===== config.mk =====
export PLATFORM = sky130hd
export DESIGN_NAME = rstseq_ctrl
export DESIGN_NICKNAME = d
export VERILOG_FILES = /design/src/rtl/rstseq_pkg.sv /design/src/rtl/rstseq_sync.sv /design/src/rtl/rstseq_stretch.sv /design/src/rtl/rstseq_ctrl.sv
export SDC_FILE = /design/constraint.sdc
export NUM_CORES = 1
export LEC_CHECK = 0
export BUFFER_PORTS_ARGS = -buffer_cell sky130_fd_sc_hd__buf_2
export CAP_MARGIN = 20
export CORE_MARGIN = 2
export CORE_UTILIZATION = 30
export CTS_BUF_LIST = sky130_fd_sc_hd__clkbuf_8
export CTS_CLUSTER_SIZE = 10
export DETAILED_ROUTE_END_ITERATION = 7
export SYNTH_ARGS = -nofsm -noshare
export SYNTH_HDL_FRONTEND = slang
export SYNTH_SLANG_ARGS = --single-unit

===== constraint.sdc =====
create_clock -name clk -period 2.7 [get_ports clk]
set_clock_uncertainty 0.05 [all_clocks]
set_input_delay 0.27 -clock clk [delete_from_list [all_inputs] [get_ports clk]]
set_output_delay 0.27 -clock clk [all_outputs]
set_load 0.05 [all_outputs]

===== src/rtl/rstseq_pkg.sv =====
package rstseq_pkg;
   localparam int DOM_CORE   = 0;
   localparam int DOM_PERIPH = 1;
   localparam int DOM_CFG    = 2;
   localparam int DOM_LINE   = 3;
   localparam int NUM_DOM    = 4;

   typedef logic [NUM_DOM-1:0] dom_mask_t;

   // domain sets per source: {line, cfg, periph, core}
   localparam dom_mask_t MASK_POR = 4'b1111;
   localparam dom_mask_t MASK_EXT = 4'b0111;
   localparam dom_mask_t MASK_SYS = 4'b1111;
   localparam dom_mask_t MASK_SW  = 4'b1010;

   typedef logic [3:0] cause_t;
   localparam cause_t CAUSE_POR = 4'b0001;
   localparam cause_t CAUSE_EXT = 4'b0010;
   localparam cause_t CAUSE_SYS = 4'b0100;
   localparam cause_t CAUSE_SW  = 4'b1000;
endpackage


===== src/rtl/rstseq_sync.sv =====
module rstseq_sync #(
   parameter int   STAGES  = 2,
   parameter logic RST_VAL = 1'b1
) (
   input  logic              clk,
   input  logic              rst_n,
   input  logic              d,
   output logic [STAGES-1:0] taps
);
   initial begin
      if (STAGES < 1) $error("rstseq_sync: STAGES must be at least 1");
   end

   generate
      if (STAGES == 1) begin : g_single
         always_ff @(posedge clk or negedge rst_n) begin
            if (!rst_n) taps <= RST_VAL;
            else        taps <= d;
         end
      end else begin : g_chain
         always_ff @(posedge clk or negedge rst_n) begin
            if (!rst_n) taps <= {STAGES{RST_VAL}};
            else        taps <= {taps[STAGES-2:0], d};
         end
      end
   endgenerate
endmodule


===== src/rtl/rstseq_stretch.sv =====
module rstseq_stretch #(
   parameter int CYCLES = 512
) (
   input  logic clk,
   input  logic rst_n,
   input  logic restart,
   input  logic busy,
   output logic expired
);
   localparam int            CW   = (CYCLES > 2) ? $clog2(CYCLES) : 1;
   localparam logic [CW-1:0] LOAD = CW'(CYCLES - 1);

   logic [CW-1:0] cnt_q;

   initial begin
      if (CYCLES < 2) $error("rstseq_stretch: CYCLES must be at least 2");
   end

   always_ff @(posedge clk or negedge rst_n) begin
      if (!rst_n)                      cnt_q <= LOAD;
      else if (restart)                cnt_q <= LOAD;
      else if (busy && cnt_q != '0)    cnt_q <= cnt_q - 1'b1;
   end

   assign expired = (cnt_q == '0);
endmodule


===== src/rtl/rstseq_ctrl.sv =====
module rstseq_ctrl
   import rstseq_pkg::*;
#(
   parameter int STRETCH_CYCLES = 512,
   parameter int SYNC_STAGES    = 2
) (
   input  logic       clk,
   input  logic       por_n,
   input  logic       line_in,
   input  logic       sys_req,
   input  logic       sw_req,
   output logic       line_oe,
   output logic       core_rst_n,
   output logic       periph_rst_n,
   output logic       cfg_rst_n,
   output logic [3:0] cause
);
   initial begin
      if (STRETCH_CYCLES < 2) $error("rstseq_ctrl: STRETCH_CYCLES must be at least 2");
      if (SYNC_STAGES < 2)    $error("rstseq_ctrl: SYNC_STAGES must be at least 2");
   end

   dom_mask_t              mask_q;
   dom_mask_t              req_mask;
   cause_t                 cause_q;
   logic [SYNC_STAGES-1:0] line_taps;
   logic [SYNC_STAGES-1:0] oe_taps;
   logic                   ext_act;
   logic                   req_any;
   logic                   expired;

   // shared line brought into the clock domain
   rstseq_sync #(.STAGES(SYNC_STAGES), .RST_VAL(1'b1)) u_line_sync (
      .clk   (clk),
      .rst_n (por_n),
      .d     (line_in),
      .taps  (line_taps)
   );

   // recent history of own drive, aligned with the synchroniser delay
   rstseq_sync #(.STAGES(SYNC_STAGES), .RST_VAL(1'b1)) u_oe_hist (
      .clk   (clk),
      .rst_n (por_n),
      .d     (mask_q[DOM_LINE]),
      .taps  (oe_taps)
   );

   assign ext_act = ~line_taps[SYNC_STAGES-1] & ~mask_q[DOM_LINE] & ~(|oe_taps);
   assign req_any = ext_act | sys_req | sw_req;

   always_comb begin
      req_mask = '0;
      if (ext_act) req_mask = req_mask | MASK_EXT;
      if (sys_req) req_mask = req_mask | MASK_SYS;
      if (sw_req)  req_mask = req_mask | MASK_SW;
   end

   rstseq_stretch #(.CYCLES(STRETCH_CYCLES)) u_stretch (
      .clk     (clk),
      .rst_n   (por_n),
      .restart (req_any),
      .busy    (|mask_q),
      .expired (expired)
   );

   always_ff @(posedge clk or negedge por_n) begin
      if (!por_n) begin
         mask_q  <= MASK_POR;
         cause_q <= CAUSE_POR;
      end else if (req_any) begin
         mask_q <= mask_q | req_mask;
         if (ext_act)      cause_q <= CAUSE_EXT;
         else if (sys_req) cause_q <= CAUSE_SYS;
         else              cause_q <= CAUSE_SW;
      end else if (expired) begin
         mask_q <= '0;
      end
   end

   assign line_oe      = mask_q[DOM_LINE];
   assign core_rst_n   = ~mask_q[DOM_CORE];
   assign periph_rst_n = ~mask_q[DOM_PERIPH];
   assign cfg_rst_n    = ~mask_q[DOM_CFG];
   assign cause        = cause_q;
endmodule


==> impl_metrics.yaml, run 1 <==
global_route:
  grt_pass1_wl_mm: 2.83
  antenna_found_initial: 0
  grt_max_degree: 22
  overflow: 0
  grt_pass1_vias: 639
  gr-usage-all-layers_pct: 10.6
finish:
  antenna_cells: 0
  drive_gt1_share_pct: 38.5
  final_design_area_no_fill_sq_mm: 0.00107
  syn_to_final_growth_pct: 15.7
  num-nets-final: 103
  n_fill_cell: 293
  utilization_pct: 35.9
floorplan:
  core-area_sq_mm: 0.00298
  io-pin-count: 13
  dieHeight_um: 59.5
  initial_core_util_pct: 31.0
  die_w_um: 59.5
  die-area_sq_mm: 0.00354
  row_count: 20
routing:
  drc: 0
  first_iter_violations: 23
  totalWireLength_mm: 1.63
  drt-pass1-iter-count: 4
  num_vias: 658
  wl_per_cell_um: 12.7
  viasPerCell: 5.10
  ant_nets: 0
timing:
  min_period_ns: 2.01
  setup_violations: 0
  fin_crit_sh_pct: 74.3
  fmax_ghz: 0.499
  holdWs_ns: 0.0588
  worst_slew_pin_slew_ns: 0.591
  hold_violations: 0
  rsz0062_at_grt: "no"
  drv_slew: 0
  setup_tns_ns: 0
  slew_headroom_pct: 60.2
  fin_ws_ns: 0.694
place:
  dp_worst_setup_slack_ns: 0.739
  port_buffers: 12
  placed_area_sq_mm: 0.00101
  post-dp-hpwl_mm: 1.17
  finalWeightedCongestion: 0.771
worst_setup_path:
  slowest_delay_ns: 0.53
  cp-start-kind: "flip-flop"
  path_cells: "inv_1 > ha_1 > or4b_4 > o31ai_4 > or4_1 > nand3_1"
  end_kind: "flip-flop"
  cp_top_family: "simple AND/OR/NAND/NOR gates"
  crit_path_max_fanout: 10
  critPathArrivalTime_ns: 2.14
  cp_slowest_cell: "or4b_4"
  critical_path_buf_inv_count: 1
  critPathKind: "flip-flop to flip-flop"
  rrSetupSlack_ns: 0.69
  required_ns: 2.83
power_and_ir_drop:
  power.density_mw_per_mm2: 521
  max-vdd-ir-drop_v: 0.000227
  power.static_leakage_nw: 0.448
logic_synthesis:
  synth_cells: 81
  synthTopCellsByArea: "dfstp_2 51%, dfrtp_1 8.1%, or3_1 3.4%"
  yosys.area.top_type: "dfstp_2"
  synth_cell_types: 27
  synthArstFlopShare_pct: 100
  syn_nets: 87
  synth_seq_cells: 21
  synth_area_sq_um: 923
  syn_area_per_cell_sq_um: 11.4
  synth-edff-count: 0
  ys_seq_area_share_pct: 59.3
  synth-main-ff-cell: "dfstp_2"
  yosys_warnings: 0
  synth_top_area_share_pct: 51.2
clock_tree:
  cts_tree: "built"
  ctsHtreeMaxLevel: 1
  cts.path.max_buffers: 2
  root_buffer: "clkbuf_8"
  clk_latency_ns: 0.26
  cts_made_buffers: 3
  cts.reportedPaths.clkPinSlew_ns: 0.07
  clock-sinks: 21
status:
  status: "complete, no violations"
flow_run:
  max_cap_viol_count: 0
hold_path:
  worst_hold_path_type: "primary input to flip-flop"
## layout by cell type, fill, tap and decap left out
master and instances:
dfstp_2 18, buf_2 12, inv_1 7, nand2_1 7, or3_1 5, or4_1 4, nor2_1 4, o31ai_1 4
o21ai_0 4, nand3_1 4, dfrtp_1 3, clkbuf_8 3, nor4_1 2, nor3_1 2, o311ai_1 2, xor2_1 2
or4b_4 1, o31ai_4 1, xnor2_1 1, o21a_1 1, a21oi_1 1, a21o_1 1, and2_1 1, or2_2 1
nor3b_1 1, o211ai_1 1, ha_1 1, dlygate4sd3_1 1, buf_4 1
## cell type report
cell class	count	area (sq um)	share of cell area, %
clock buffers	3	41.3	3.86
well taps	33	41.3	3.86
multi-input cells	51	334	31.3
repair buffers	14	77.6	7.26
flip-flops and latches	21	548	51.3
clock inverters	1	3.75	0.351
inverters	6	22.5	2.11
## registers in the layout, indices dropped and copies added, names as in the netlist
| register | cells |
|---|---|
| cause | 4 |
| mask_q | 4 |
| u_stretch.cnt_q | 9 |
| u_oe_hist.taps | 2 |
| u_line_sync.taps | 2 |
## worst reg2reg max path, cell delays in order (launching register included)
cell and delay [ns]:
dfstp_2 0.37, inv_1 0.08, ha_1 0.19, or4b_4 0.54, o31ai_4 0.44, or4_1 0.20
nand3_1 0.07
## logic make-up after synthesis
family | synth area share (%)
simple gates | 19.4
flops | 59.3
compound gates | 12.6
buf+inv | 4.47
xor+xnor | 2.85
fa+ha+maj | 1.35
## routing by layer
metal	routed length, um	track usage, %	vias to the layer above
met5	0	0	-
met4	17	3.90	0
met3	74	2.84	2
met2	742	16.6	16
met1	798	14.1	320
li1	-	-	320
## path summary, 6_finish.rpt
path,to,depth (start not counted),start
min in group asynchronous,cause[3],2,por_n
hold reg to reg,u_line_sync.taps[1],0,u_line_sync.taps[0]
hold / removal,u_line_sync.taps[0],1,line_in
setup reg to reg,u_stretch.cnt_q[7],6,u_stretch.cnt_q[0]
setup / recovery,u_stretch.cnt_q[7],6,u_stretch.cnt_q[0]
max in group asynchronous,u_line_sync.taps[0],2,por_n
## synthesized netlist by cell type, types with 2 or more instances
| library cell | count |
|---|---|
| o311ai_1 | 2 |
| dfstp_2 | 18 |
| nand2_1 | 7 |
| inv_1 | 6 |
| clkbuf_1 | 2 |
| or4_1 | 4 |
| nand3_1 | 4 |
| nor2_1 | 4 |
| o21ai_0 | 4 |
| or3_1 | 5 |
| nor3_1 | 2 |
| dfrtp_1 | 3 |
| o31ai_1 | 4 |
| xor2_1 | 2 |
| nor4_1 | 2 |
## power by group
part	internal, mW	total [mW]	switching (mW)	leakage (nW)
registers	0.323	0.325	0.00246	0.226
logic	0.00927	0.0313	0.0221	0.195
clock network	0.101	0.200	0.0991	0.0269
total	0.433	0.557	0.124	0.448
## stage by stage
step                total power [mW]  cells
detailed placement             0.360    124
global placement               0.360    124
finish                         0.557    129
CTS                            0.563    129
floorplan                      0.345     81
global route                   0.579    129
## repair_timing
action                                 4_1_cts  5_1_grt
endpoints found under the hold margin        3        0
setup buffers                                0        0
resized for setup                            0        0
hold buffers                                 1        0
No activity file was read; power rests on OpenSTA's default activity.
==> run 2, diff against run 1 <==
--- a/config.mk
+++ b/config.mk
@@ -5,6 +5,7 @@
 export SDC_FILE = /design/constraint.sdc
 export NUM_CORES = 1
 export LEC_CHECK = 0
+export ABC_AREA = 1
 export BUFFER_PORTS_ARGS = -buffer_cell sky130_fd_sc_hd__buf_2
 export CAP_MARGIN = 20
 export CORE_MARGIN = 2
==> constraint.sdc (replaced) <==
create_clock -name clk -period 2.03 [get_ports clk]
set_clock_uncertainty 0.05 [all_clocks]
set_input_delay 0.203 -clock clk [delete_from_list [all_inputs] [get_ports clk]]
set_output_delay 0.203 -clock clk [all_outputs]
set_load 0.05 [all_outputs]
==> impl_metrics.yaml, run 2 <==
logic_synthesis:
  synth_area_sq_mm: 0.00105
  synthAdderAreaFrac_pct: 1.19
  synthMuxAreaShare_pct: 0
  syn_area_per_cell_sq_um: 8.36
  synth_top_family_by_area: "simple AND/OR/NAND/NOR gates"
  synth_xor_area_share_pct: 0
  synth_top_area_share_pct: 44.9
  syn_nets: 132
  synth_seq_cells: 21
  synthArstFlopShare_pct: 100
  yosys.area.top_type: "dfstp_2"
  synth-edff-count: 0
  synth_commonest_cells: "32 x nand2_1, 18 x dfstp_2, 18 x nand3_1, 17 x inv_1, 17 x nor2_1"
  yosys_warnings: 0
  yosys.area_share.simple_pct: 37.1
  synth_cells: 126
  synthTopCellsByArea: "dfstp_2 45%, nand2_1 11%, nand3_1 8.6%"
  yosysMostFrequentCell: "nand2_1"
  synth_cell_types: 22
  synth_compound_area_share_pct: 2.14
  ys_seq_area_share_pct: 52.0
  synth-main-ff-cell: "dfstp_2"
global_route:
  grt_pass1_wl_mm: 3.37
  grt_max_degree: 22
  overflow: 0
  gr-usage-all-layers_pct: 10.7
  grt_util_met1_pct: 14.7
  grt_util_met2_pct: 16.4
  grt_pass1_vias: 757
  gr-max-usage-layer: "met2"
  use_met3_pct: 3.21
  antenna_found_initial: 0
timing:
  fin_crit_sh_pct: 77.6
  rsz0062_at_grt: "no"
  slew_headroom_pct: 69.1
  fin_ws_ns: 0.455
  worst_slew_pin_slew_ns: 0.464
  setup_violations: 0
  setup_tns_ns: 0
  hold_violations: 0
  fmax_ghz: 0.635
  drv_slew: 0
  holdWs_ns: 0.146
  min_period_ns: 1.57
worst_setup_path:
  cp_slowest_cell: "dfstp_2"
  end_kind: "flip-flop"
  critical_path_buf_inv_count: 1
  critPathArrivalTime_ns: 1.73
  slowest_delay_ns: 0.56
  required_ns: 2.18
  cp_top_family: "simple AND/OR/NAND/NOR gates"
  cp-start-kind: "flip-flop"
  critPathKind: "flip-flop to flip-flop"
  crit_path_frequent_cell: "nand2_1"
  crit_path_max_fanout: 19
  path_cells: "nor2_1 > nand2_1 > nand2_1 > nor2_1 > buf_4 > nand3_1 > nand2_1 > nand2_1"
clock_tree:
  ctsHtreeMaxLevel: 1
  clock-sinks: 21
  postCtsSetupRepairBufs: 0
  root_buffer: "clkbuf_8"
  cts.path.max_buffers: 2
  clk_latency_ns: 0.26
  cts_resized: 0
  cts_made_buffers: 3
  holdBufCountCts: 2
  cts.reportedPaths.clkPinSlew_ns: 0.08
  cts_tree: "built"
finish:
  num-nets-final: 150
  final_cells: 189
  largest-register: "u_stretch.cnt_q"
  utilization_pct: 36.7
  n_fill_cell: 379
  largest_register_ffs: 9
  drive_gt1_share_pct: 31.5
  final_common_cell: "nand2_1"
  syn_to_final_growth_pct: 17.2
  layout_common_cells: "32 x nand2_1, 18 x nand3_1, 18 x dfstp_2"
  antenna_cells: 0
power_and_ir_drop:
  power_frac_clock_pct: 36.9
  power.density_mw_per_mm2: 617
  p_sw_mw: 0.180
  combPwrFrac_pct: 6.3
  seqPwrFrac_pct: 56.7
  p_int_mw: 0.582
  max-vdd-ir-drop_v: 0.000416
  power.static_leakage_nw: 0.678
  switching_share_pct: 23.7
hold_path:
  worst_hold_path_type: "primary input to flip-flop"
place:
  port_buffers: 12
  dp_cells: 183
  post-dp-hpwl_mm: 1.47
  dp_worst_setup_slack_ns: 0.440
  finalWeightedCongestion: 0.819
routing:
  ant_nets: 0
  viasPerCell: 4.43
  wl_per_cell_um: 10.3
  drt-pass1-iter-count: 4
  num_vias: 837
  drc: 0
  totalWireLength_mm: 1.95
  first_iter_violations: 80
floorplan:
  dieHeight_um: 63.3
  die-area_sq_mm: 0.00400
  io-pin-count: 13
  row_count: 21
  initial_core_util_pct: 31.3
  die_w_um: 63.3
  core-area_sq_mm: 0.00336
flow_run:
  max_cap_viol_count: 0
status:
  status: "complete, no violations"
[run 2: power by group through the flow]
stage / Sequential (mW) / Combinational, mW / Clock (mW)
2_1_floorplan: 0.448 / 0.0181 / 0
3_3_place_gp: 0.439 / 0.0455 / 0
3_5_place_dp: 0.439 / 0.0460 / 0
4_1_cts: 0.433 / 0.0489 / 0.295
5_1_grt: 0.433 / 0.0532 / 0.307
6_report: 0.433 / 0.0482 / 0.281
[run 2: area by class of cell]
| cell class | instances | area (sq um) | area share (%) |
|---|---|---|---|
| multi-input cells | 85 | 425 | 34.4 |
| inverters | 18 | 67.6 | 5.47 |
| clock buffers | 3 | 41.3 | 3.34 |
| flip-flops and latches | 21 | 548 | 44.4 |
| clock inverters | 1 | 7.51 | 0.608 |
| well taps | 46 | 57.6 | 4.66 |
| repair buffers | 15 | 87.6 | 7.09 |
[run 2: per-layer routing]
| layer | share of wire (%) | vias to the layer above |
|---|---|---|
| met4 | 0.82 | 0 |
| met5 | 0 | - |
| met2 | 43 | 28 |
| met3 | 6.6 | 2 |
| li1 | - | 426 |
| met1 | 50 | 381 |
[run 2: final timing paths]
| path | start | to | slack, ns | cells past startpoint |
|---|---|---|---|---|
| hold reg to reg | u_line_sync.taps[0] | u_line_sync.taps[1] | 0.31 | 0 |
| setup reg to reg | mask_q[3] | u_stretch.cnt_q[2] | 0.46 | 8 |
| min in group asynchronous | por_n | cause[1] | 0.37 | 2 |
| max in group asynchronous | por_n | mask_q[1] | 1.22 | 2 |
| setup / recovery | mask_q[3] | u_stretch.cnt_q[2] | 0.46 | 8 |
| hold / removal | sys_req | cause[2] | 0.15 | 3 |
[run 2: worst register-to-register path: cells and delay by family, from the launching register on]
family	cells	cell delay (ns)
flops	1	0.56
buf+inv	1	0.26
simple gates	7	0.63
[run 2: kinds of logic after synthesis]
family | after synthesis
AO/OA/AOI/OAI | 4
adder cells (fa/ha/maj) | 1
AND/OR/NAND/NOR | 80
buffers and inverters | 20
flip-flops | 21
[run 2: per-stage QoR]
stage,total power [mW],area (sq um)
floorplan,0.466,1050
global placement,0.485,1170
detailed placement,0.485,1170
CTS,0.777,1230
global route,0.794,1230
finish,0.762,1230
